<file path="config.mk">
export PLATFORM = sky130hd
export DESIGN_NAME = aif_clkgen
export DESIGN_NICKNAME = d
export VERILOG_FILES = /design/src/rtl/aif_clk_pkg.sv /design/src/rtl/aif_frame_div.sv /design/src/rtl/aif_bclk_div.sv /design/src/rtl/aif_aux_div.sv /design/src/rtl/aif_clkgen.sv
export SDC_FILE = /design/constraint.sdc
export NUM_CORES = 1
export LEC_CHECK = 0
export BUFFER_PORTS_ARGS = -buffer_cell sky130_fd_sc_hd__buf_2
export CORE_ASPECT_RATIO = 1.1
export CORE_UTILIZATION = 40
export DETAILED_ROUTE_END_ITERATION = 6
export GPL_ROUTABILITY_DRIVEN = 0
export PLACE_DENSITY = 0.68
export SETUP_SLACK_MARGIN = 0.5
export SLEW_MARGIN = 25
export SYNTH_ARGS = -nofsm -noshare
export SYNTH_HDL_FRONTEND = slang
export SYNTH_SLANG_ARGS = --single-unit
</file>
<file path="constraint.sdc">
create_clock -name clk -period 6.1 [get_ports clk]
set_input_delay 0.61 -clock clk [delete_from_list [all_inputs] [get_ports clk]]
set_output_delay 0.61 -clock clk [all_outputs]
set_load 0.1 [all_outputs]
</file>
<file path="src/rtl/aif_clk_pkg.sv">
package aif_clk_pkg;

    localparam int unsigned NORM_BASE = 256;
    localparam int unsigned USB_BASE  = 272;

    typedef struct packed {
        logic       usb;
        logic       lb;
        logic [2:0] adc_code;
        logic [2:0] dac_code;
    } rate_cfg_t;

    // ratio expressed in half steps
    function automatic int unsigned half_steps(input logic [2:0] c);
        case (c)
            3'd0:    return 2;
            3'd1:    return 3;
            3'd2:    return 4;
            3'd3:    return 6;
            3'd4:    return 8;
            3'd5:    return 11;
            default: return 12;
        endcase
    endfunction

    function automatic int unsigned frame_period(input logic usb, input logic [2:0] c);
        int unsigned base;
        base = usb ? USB_BASE : NORM_BASE;
        return (base * half_steps(c)) / 2;
    endfunction

endpackage

</file>
<file path="src/rtl/aif_frame_div.sv">
module aif_frame_div #(
    parameter int CNT_W = 11
) (
    input  logic             clk,
    input  logic             rst,
    input  logic             tick,
    input  logic             restart,
    input  logic [CNT_W-1:0] period,
    output logic             wrap,
    output logic             fs_o,
    output logic             lr_o
);
    logic [CNT_W-1:0] cnt;
    logic [CNT_W-1:0] nxt;

    assign wrap = tick && (cnt >= period - CNT_W'(1));
    assign nxt  = cnt + CNT_W'(1);

    always_ff @(posedge clk) begin
        if (rst) begin
            cnt  <= '0;
            fs_o <= 1'b0;
            lr_o <= 1'b1;
        end else if (tick) begin
            if (wrap || restart) begin
                cnt  <= '0;
                fs_o <= wrap;
                lr_o <= 1'b1;
            end else begin
                cnt  <= nxt;
                fs_o <= 1'b0;
                lr_o <= (nxt < (period >> 1));
            end
        end else begin
            fs_o <= 1'b0;
        end
    end


    fs_single_chk: assert property (@(posedge clk) disable iff (rst) fs_o |=> !fs_o);

    fs_lr_high_chk: assert property (@(posedge clk) disable iff (rst) fs_o |-> lr_o);

    lr_rise_at_fs_chk: assert property (@(posedge clk) disable iff (rst)
        $rose(lr_o) |-> (fs_o || $past(restart)));

endmodule

</file>
<file path="src/rtl/aif_bclk_div.sv">
module aif_bclk_div #(
    parameter int BDIV_W = 8
) (
    input  logic              clk,
    input  logic              rst,
    input  logic              tick,
    input  logic              sync,
    input  logic [BDIV_W-1:0] half,
    output logic              bclk_o
);
    logic [BDIV_W-1:0] cnt;
    logic [BDIV_W-1:0] lim;
    logic              sync_q;

    assign lim = (half == '0) ? BDIV_W'(1) : half;

    always_ff @(posedge clk) begin
        if (rst || (tick && sync)) begin
            cnt    <= '0;
            bclk_o <= 1'b0;
        end else if (tick) begin
            if (cnt >= lim - BDIV_W'(1)) begin
                cnt    <= '0;
                bclk_o <= ~bclk_o;
            end else begin
                cnt <= cnt + BDIV_W'(1);
            end
        end
    end

    always_ff @(posedge clk) begin
        if (rst) sync_q <= 1'b0;
        else     sync_q <= tick && sync;
    end


    bclk_low_at_frame_chk: assert property (@(posedge clk) disable iff (rst) sync_q |-> !bclk_o);

    bclk_hold_chk: assert property (@(posedge clk) disable iff (rst) !tick |=> $stable(bclk_o));

endmodule

</file>
<file path="src/rtl/aif_aux_div.sv">
module aif_aux_div #(
    parameter int OPDIV_W   = 8,
    parameter int TO_BASE   = 64,
    parameter int TO_RATE_W = 2
) (
    input  logic                 clk,
    input  logic                 rst,
    input  logic                 tick,
    input  logic                 restart,
    input  logic [OPDIV_W-1:0]   op_div,
    input  logic                 to_en,
    input  logic [TO_RATE_W-1:0] to_rate,
    output logic                 opclk_o,
    output logic                 to_tick_o
);
    localparam int TO_W = $clog2(TO_BASE) + (2 ** TO_RATE_W);

    logic [OPDIV_W-1:0] op_cnt;
    logic [OPDIV_W-1:0] op_lim;
    logic [TO_W-1:0]    to_cnt;
    logic [TO_W-1:0]    to_lim;

    assign op_lim = (op_div == '0) ? OPDIV_W'(1) : op_div;
    assign to_lim = TO_W'(TO_BASE) << to_rate;

    always_ff @(posedge clk) begin
        if (rst || restart) begin
            op_cnt  <= '0;
            opclk_o <= 1'b0;
        end else if (tick) begin
            if (op_cnt >= op_lim - OPDIV_W'(1)) begin
                op_cnt  <= '0;
                opclk_o <= ~opclk_o;
            end else begin
                op_cnt <= op_cnt + OPDIV_W'(1);
            end
        end
    end

    always_ff @(posedge clk) begin
        if (rst || restart || !to_en) begin
            to_cnt    <= '0;
            to_tick_o <= 1'b0;
        end else if (tick) begin
            if (to_cnt >= to_lim - TO_W'(1)) begin
                to_cnt    <= '0;
                to_tick_o <= 1'b1;
            end else begin
                to_cnt    <= to_cnt + TO_W'(1);
                to_tick_o <= 1'b0;
            end
        end else begin
            to_tick_o <= 1'b0;
        end
    end


    to_pulse_chk: assert property (@(posedge clk) disable iff (rst) to_tick_o |=> !to_tick_o);

    to_off_chk: assert property (@(posedge clk) disable iff (rst) !to_en |=> !to_tick_o);

    opclk_hold_chk: assert property (@(posedge clk) disable iff (rst) !tick |=> $stable(opclk_o));

endmodule

</file>
<file path="src/rtl/aif_clkgen.sv">
module aif_clkgen
    import aif_clk_pkg::*;
#(
    parameter int CNT_W     = 11,
    parameter int BDIV_W    = 8,
    parameter int OPDIV_W   = 8,
    parameter int TO_BASE   = 64,
    parameter int TO_RATE_W = 2
) (
    input  logic                 clk,
    input  logic                 rst,
    input  logic                 src_sel,
    input  logic                 mclk_tick,
    input  logic                 fll_tick,
    input  logic                 usb_mode,
    input  logic                 loopback,
    input  logic [2:0]           adc_rate,
    input  logic [2:0]           dac_rate,
    input  logic [BDIV_W-1:0]    bclk_half,
    input  logic [OPDIV_W-1:0]   op_div,
    input  logic                 to_en,
    input  logic [TO_RATE_W-1:0] to_rate,
    output logic                 sys_tick,
    output logic                 adc_fs,
    output logic                 dac_fs,
    output logic                 bclk,
    output logic                 adc_lrclk,
    output logic                 dac_lrclk,
    output logic                 opclk,
    output logic                 to_tick
);
    rate_cfg_t            cfg_in, act;
    logic [BDIV_W-1:0]    act_bh;
    logic [OPDIV_W-1:0]   act_op;
    logic                 act_to_en;
    logic [TO_RATE_W-1:0] act_to_rate;

    logic [CNT_W-1:0] adc_p, dac_p;
    logic adc_wrap, dac_wrap, ref_dac, ref_wrap, pend, restart;
    logic adc_fs_r, adc_lr_r, dac_fs_r, dac_lr_r;

    assign sys_tick = src_sel ? fll_tick : mclk_tick;

    assign cfg_in = '{usb: usb_mode, lb: loopback, adc_code: adc_rate, dac_code: dac_rate};

    assign pend = (cfg_in != act) || (bclk_half != act_bh) || (op_div != act_op)
               || (to_en != act_to_en) || (to_rate != act_to_rate);

    assign adc_p    = CNT_W'(frame_period(act.usb, act.adc_code));
    assign dac_p    = CNT_W'(frame_period(act.usb, act.dac_code));
    assign ref_dac  = act.lb || (dac_p <= adc_p);
    assign ref_wrap = ref_dac ? dac_wrap : adc_wrap;
    assign restart  = pend && ref_wrap;

    always_ff @(posedge clk) begin
        if (rst || restart) begin
            act         <= cfg_in;
            act_bh      <= bclk_half;
            act_op      <= op_div;
            act_to_en   <= to_en;
            act_to_rate <= to_rate;
        end
    end

    aif_frame_div #(.CNT_W(CNT_W)) adc_div_i (
        .clk(clk), .rst(rst), .tick(sys_tick), .restart(restart), .period(adc_p),
        .wrap(adc_wrap), .fs_o(adc_fs_r), .lr_o(adc_lr_r)
    );

    aif_frame_div #(.CNT_W(CNT_W)) dac_div_i (
        .clk(clk), .rst(rst), .tick(sys_tick), .restart(restart), .period(dac_p),
        .wrap(dac_wrap), .fs_o(dac_fs_r), .lr_o(dac_lr_r)
    );

    aif_bclk_div #(.BDIV_W(BDIV_W)) bclk_div_i (
        .clk(clk), .rst(rst), .tick(sys_tick), .sync(ref_wrap), .half(act_bh),
        .bclk_o(bclk)
    );

    aif_aux_div #(.OPDIV_W(OPDIV_W), .TO_BASE(TO_BASE), .TO_RATE_W(TO_RATE_W)) aux_i (
        .clk(clk), .rst(rst), .tick(sys_tick), .restart(restart),
        .op_div(act_op), .to_en(act_to_en), .to_rate(act_to_rate),
        .opclk_o(opclk), .to_tick_o(to_tick)
    );

    assign dac_fs    = dac_fs_r;
    assign dac_lrclk = dac_lr_r;
    assign adc_fs    = act.lb ? dac_fs_r : adc_fs_r;
    assign adc_lrclk = act.lb ? dac_lr_r : adc_lr_r;


    restart_on_tick_chk: assert property (@(posedge clk) disable iff (rst) restart |-> sys_tick);

    cfg_settled_chk: assert property (@(posedge clk) disable iff (rst)
        restart |=> (act == $past(cfg_in)));

endmodule

</file>
# ---- After elaboration in Yosys (flattened, before gate mapping)
# Index checks and enable logic that the tools add are counted.
dict set report word_totals {
  ff_bits 82
  in_bits 32
  output_inout_bits 8
  wordCells 102
}
dict set report classes {
  addsub 10
  mul 2
  order_cmp 8
  n_eq_ne 15
  shift 1
  mux 17
  bitwise 5
  reduce_logical 24
}
# op count
set op_table {}
lappend op_table {{4-bit case mux with 6 select lines} 2}
lappend op_table {{32-bit by 32-bit multiplier with 12-bit output} 1}
lappend op_table {{9-bit by 32-bit multiplier with 12-bit output} 1}
lappend op_table {{8-bit 2-to-1 mux} 4}
lappend op_table {{8-bit inequality test} 3}
lappend op_table {{11-bit by 1-bit adder with 11-bit output, second input constant} 2}
lappend op_table {{11-bit >= comparator} 2}
lappend op_table {{11-bit by 10-bit less-than comparator with 1-bit output} 2}
lappend op_table {{11-bit 2-to-1 mux} 2}
lappend op_table {{11-bit by 1-bit subtractor with 11-bit output, second input constant} 2}
lappend op_table {{8-bit by 1-bit adder with 8-bit output, second input constant} 2}
lappend op_table {{8-bit >= comparator} 2}
lappend op_table {{8-bit zero test} 2}
lappend op_table {{8-bit by 1-bit subtractor with 8-bit output, second input constant} 2}
lappend op_table {{3-bit by 2-bit equality test with 1-bit output, second input constant} 4}
lappend op_table {{3-bit equality test, second input constant} 4}
lappend op_table {{11-bit less-or-equal comparator} 1}
lappend op_table {{10-bit by 1-bit adder with 10-bit output, second input constant} 1}
lappend op_table {{10-bit >= comparator} 1}
lappend op_table {{1-bit logical OR} 10}
lappend op_table {{10-bit 2-to-1 mux} 1}
lappend op_table {{7-bit by 2-bit << shifter with 10-bit output, first input constant} 1}
lappend op_table {{10-bit by 1-bit subtractor with 10-bit output, second input constant} 1}
lappend op_table {{1-bit 2-to-1 mux} 7}
lappend op_table {{other kinds (11)} 22}

# ---- Logic depth before layout (Yosys ltp)
dict set report depth {
  ltp_word 11
  ltp_mapped 17
  mapped_depth_nobuf 15
}

# ---- By module
# Synthesis repeated with hierarchy kept, for this count alone.
dict set report unflattened {
  hier_cells 696
  area_unflattened_um2 6115.9
}
# module n_inst cells_each area_per_inst_um2 seq_area_each_um2
set by_module_without_submodules {}
lappend by_module_without_submodules {aif_clkgen 1 119 1493.9 810.8}
lappend by_module_without_submodules {{aif_frame_div at adc_div_i} 1 177 1387.6 260.2}
lappend by_module_without_submodules {{aif_frame_div at dac_div_i} 1 182 1386.3 260.2}
lappend by_module_without_submodules {aif_aux_div 1 135 1163.6 400.4}
lappend by_module_without_submodules {aif_bclk_div 1 83 684.4 180.2}

# ---- Least setup slack after synthesis
# No wires, ideal clock.
dict set report synth_path {
  path_type {flip-flop to flip-flop}
  startpoint {register act_bh[2]}
  endpoint {register bclk_div_i.cnt[0]}
  setup_ns 0.079
  arrival_ns 3.400
  required_ns 6.021
  setup_slack_ns 2.621
  stages_incl_launch_ff 16
  n_path_buf 0
  period_less_slack_ns 3.479
  cell_sequence {edfxtp_1 > or4_1 > or3_1 > nor2_1 > nor2_1 > ha_1 > inv_1 > or3_1 > xor2_1 > ha_1 > o211a_1 > a221o_1 > a31o_2 > a31oi_1 > nand3b_1 > nor3_1}
}
dict set report synth_between {
  elab_chain_cells 5
}
# element line_no
set synth_rtl {}
lappend synth_rtl {{start: declaration} aif_clkgen.sv:33} ;# logic [BDIV_W-1:0] act_bh;
lappend synth_rtl {{start signal: assignment} aif_clkgen.sv:58} ;# act_bh <= bclk_half;
lappend synth_rtl {{8-bit zero test} aif_bclk_div.sv:15} ;# assign lim = (half == '0) ? BDIV_W'(1) : half;
lappend synth_rtl {{8-bit 2-to-1 mux (*)} aif_bclk_div.sv:15}
lappend synth_rtl {{8-bit by 1-bit subtractor with 8-bit output (*)} aif_bclk_div.sv:22} ;# if (cnt >= lim - BDIV_W'(1)) begin
lappend synth_rtl {{8-bit >= comparator (*)} aif_bclk_div.sv:22}
lappend synth_rtl {{8-bit 2-to-1 mux (*)} aif_bclk_div.sv:22}
lappend synth_rtl {{end signal: assignment} aif_bclk_div.sv:26} ;# cnt <= cnt + BDIV_W'(1);
lappend synth_rtl {{end: declaration} aif_bclk_div.sv:11} ;# logic [BDIV_W-1:0] cnt;
# Every way passes the cells marked *; elsewhere a longest branch is shown, timed or not.
# A chain may end at the register's enable or synchronous reset.

# ---- Worst setup path after layout
dict set report layout_path {
  startpoint {register act[1] in the netlist's numbering}
  endpoint {register act_to_rate[0] (enable)}
}
dict set report layout_between {
  elab_chain_cells 9
  elab_cells_between_ends 21
  cone_classes {add/sub (1); mul (1); order compare (2); eq/ne (6); mux (2); reduce/logical (9)}
}
# element line_no
set layout_rtl {}
lappend layout_rtl {{start: declaration} aif_clkgen.sv:32} ;# rate_cfg_t cfg_in, act;
lappend layout_rtl {{start signal: assignment} aif_clkgen.sv:57} ;# act <= cfg_in;
lappend layout_rtl {{3-bit equality test, or another cell as far along} aif_clk_pkg.sv:15} ;# case (c)
lappend layout_rtl {{4-bit case mux with 6 select lines} aif_clk_pkg.sv:15}
lappend layout_rtl {{9-bit by 32-bit multiplier with 12-bit output} aif_clk_pkg.sv:29} ;# return (base * half_steps(c)) / 2;
lappend layout_rtl {{11-bit by 1-bit subtractor with 11-bit output} aif_frame_div.sv:16} ;# assign wrap = tick && (cnt >= period - CNT_W'(1));
lappend layout_rtl {{11-bit >= comparator} aif_frame_div.sv:16}
lappend layout_rtl {{1-bit logical AND} aif_frame_div.sv:16}
lappend layout_rtl {{1-bit 2-to-1 mux} aif_clkgen.sv:52} ;# assign ref_wrap = ref_dac ? dac_wrap : adc_wrap;
lappend layout_rtl {{1-bit logical AND (*)} aif_clkgen.sv:53} ;# assign restart = pend && ref_wrap;
lappend layout_rtl {{1-bit logical OR (*)} aif_clkgen.sv:56} ;# if (rst || restart) begin
lappend layout_rtl {{end signal: assignment} aif_clkgen.sv:61} ;# act_to_rate <= to_rate;
lappend layout_rtl {{end: declaration} aif_clkgen.sv:36} ;# logic [TO_RATE_W-1:0] act_to_rate;
# Marked as above.

==> results.txt <==
Int Pwr -> 0.951 mW
WP data arrival -> 3920 ps
Initial Util -> 41.7%
Diode count -> 0
Largest net degree at the start of global routing -> 48
Sink Count -> 82
DR vias/cell -> 5.43
Number of buffers added on ports -> 39
Mapped Cells -> 608
GRT Residual Overflow -> 0
Area delta synth->final -> 10.7%
Net Switching -> 0.352 mW
Placed Area -> 5880 µm²
Post-synthesis cell type count -> 54
First-pass detailed-route iteration total -> 5
Maximum capacitance violations -> 0
Crit start category -> flip-flop
Power Total -> 1.30 mW
Layout cells sized above 1 -> 13.0%
Die X -> 115 µm
Avg Inst Size Synth -> 9.17 µm²
Synth top area cells -> dfxtp_1 20%, edfxtp_1 15%, ha_1 14%
Residual DRC count -> 0
Post-CTS Setup Bufs -> 0
Cell Rows -> 44
Routed vias -> 4460
Post-synthesis sequential area ratio -> 34.3%
Final Net Count -> 726
Synth area leader -> dfxtp_1
Hold_ws -> 466 ps
IO Pins -> 40
Async SR Flop Fraction -> 0%
Post-synth EDFFs -> 27
Hold Crit Class -> in -> reg
Initial DRC Count -> 311
Worst-Skew Late Latency -> 340 ps
Setup tns final -> 0 ps
Combinational power share -> 12.4%
Global-route wire length before repair -> 21000 µm
Vias in the first global route -> 4405
Period utilization -> 64.6%
Core area -> 13400 µm²
Worst-path clk slew -> 70 ps
Post-cts resize count -> 0
VDD IR max -> 131 µV
Sequential power share -> 46.8%
Net Count, Synth -> 701
# setup viols final -> 0
Synth Warn # -> 0
CP Max Fanout -> 47
Final slew viol count -> 0
Root buffer cell -> clkbuf_16
Critical path class -> reg -> reg
Crit end category -> flip-flop
P per Cell Area -> 211 nW/µm²
Achievable frequency -> 254 MHz
Number of CTS-inserted buffers -> 9
Fin Clk Skew -> 10.2 ps
Register bit count reported by yosys -> 82
Post-DP HPWL -> 9490 µm
CTS tree -> yes
GRT Total Usage -> 18.4%
# H-tree levels -> 3
Clk pwr share -> 40.8%
Status -> completed
Clock buffer depth -> 2
Reg area -> 1910 µm²
Die height -> 126 µm
Pleak -> 2.59 nW
Max_slew headroom -> 34.4%
WL final -> 12500 µm
Fillers -> 1257
Post-route cell area -> 6170 µm²
Remaining antenna violation count -> 0
Final hold violation count -> 0
Unrepaired setup endpoints after global routing -> false
Switch share -> 27.0%
DIE AREA -> 14400 µm²
Multi-input logic area -> 3460 µm²
Post-synth top cells -> 61 x ha_1, 61 x nand2_1, 55 x dfxtp_1, 46 x nor2_1, 46 x xnor2_1
Initial antenna violation count -> 0
Required @ worst endpoint -> 6080 ps
Tmin final -> 3940 ps
Mean routed wirelength per cell -> 15.3 µm
Ys flop type -> dfxtp_1
Synth Cell Area -> 5580 µm²
Yosys top cell area share -> 19.7%
Worst-margin pin slew -> 980 ps
Hold Buf Count CTS -> 0
[worst max-delay path, cell delays in order, from the launching register on]
cell and delay [ps]:
edfxtp_1 540, nor2b_1 500, nor2_1 110, ha_1 320
a21oi_1 60, o21ai_0 300, nor4_1 170, or3_1 410
nor3b_2 460, or3_4 650
[sequential cells by signal, indices dropped and copies added, names as in the netlist, 2 cells and up]
signal          flops
bclk_div_i.cnt      8
aux_i.op_cnt        8
act                 8
aux_i.to_cnt       10
act_to_rate         2
dac_div_i.cnt      11
adc_div_i.cnt      11
act_bh              8
act_op              8
[layout by cell type (no fill, tap or decap), types with 3 or more instances in the layout]
cell type	n
clkbuf_16	10
or3_1	6
o21ai_0	15
xor2_1	38
xnor2_1	46
edfxtp_1	27
nand4_1	14
nand3_1	27
nand3b_1	4
dfxtp_1	55
inv_1	18
a32o_1	5
nand2_1	61
and3_1	14
a211oi_1	4
and2_1	5
ha_1	61
nor4_1	10
or2_2	4
nand2b_1	10
buf_2	39
clkinvlp_4	3
o211ai_1	3
nor2_1	46
nor3_1	16
or4_1	3
a21o_1	7
a31oi_1	6
a21oi_1	23
a22o_1	6
a2111oi_0	3
nor3_2	12
[final timing paths]
path / startpoint / to / slack [ps] / cells past startpoint
setup / recovery: act[1] / act_to_rate[0] / 2160 / 9
hold / removal: op_div[6] / act_op[6] / 470 / 1
setup reg to reg: act[1] / act_to_rate[0] / 2160 / 9
hold reg to reg: aux_i.opclk_o / aux_i.opclk_o / 520 / 2
[routing by layer]
metal	vias up	part of all wire, %	global-route usage, %	wire length [µm]
met3	22	3.3	2.84	415
met5	-	0	0	0
met1	2108	46	22.5	5750
met2	87	48	31.6	6060
li1	2243	-	-	-
met4	0	2.5	8.25	319
[power by group through the flow]
| stage | clock network (mW) | logic (mW) | registers (mW) |
|---|---|---|---|
| global placement | 0 | 0.155 | 0.620 |
| floorplan | 0 | 0.126 | 0.608 |
| CTS | 0.540 | 0.163 | 0.609 |
| finish | 0.532 | 0.162 | 0.610 |
| global route | 0.560 | 0.182 | 0.613 |
| detailed placement | 0 | 0.160 | 0.621 |
[cells by family after synthesis]
kind of cell             after synthesis  synth area share, %
XOR/XNOR                              84                 13.2
buffers and inverters                 45                 3.79
AO/OA/AOI/OAI                         88                 10.9
multiplexers                           4                0.763
flip-flops                            82                 34.3
AND/OR/NAND/NOR                      244                 23.4
adder cells (fa/ha/maj)               61                 13.7
[cell type report]
class,count,area share (%)
sequential,82,31.0
clock buffer,10,4.05
inverter,18,1.09
timing repair buffer,41,3.40
clock inverter,6,0.750
tap,184,3.73
multi-input combinational,481,56.0
[metrics by stage]
step	util, %	setup slack, ps	cells
floorplan	-	2620	608
global placement	43.9	2300	806
detailed placement	43.9	2230	806
CTS	46.2	2200	822
global route	46.2	1860	822
finish	46.2	2160	822
No activity file was read; power rests on OpenSTA's default activity.
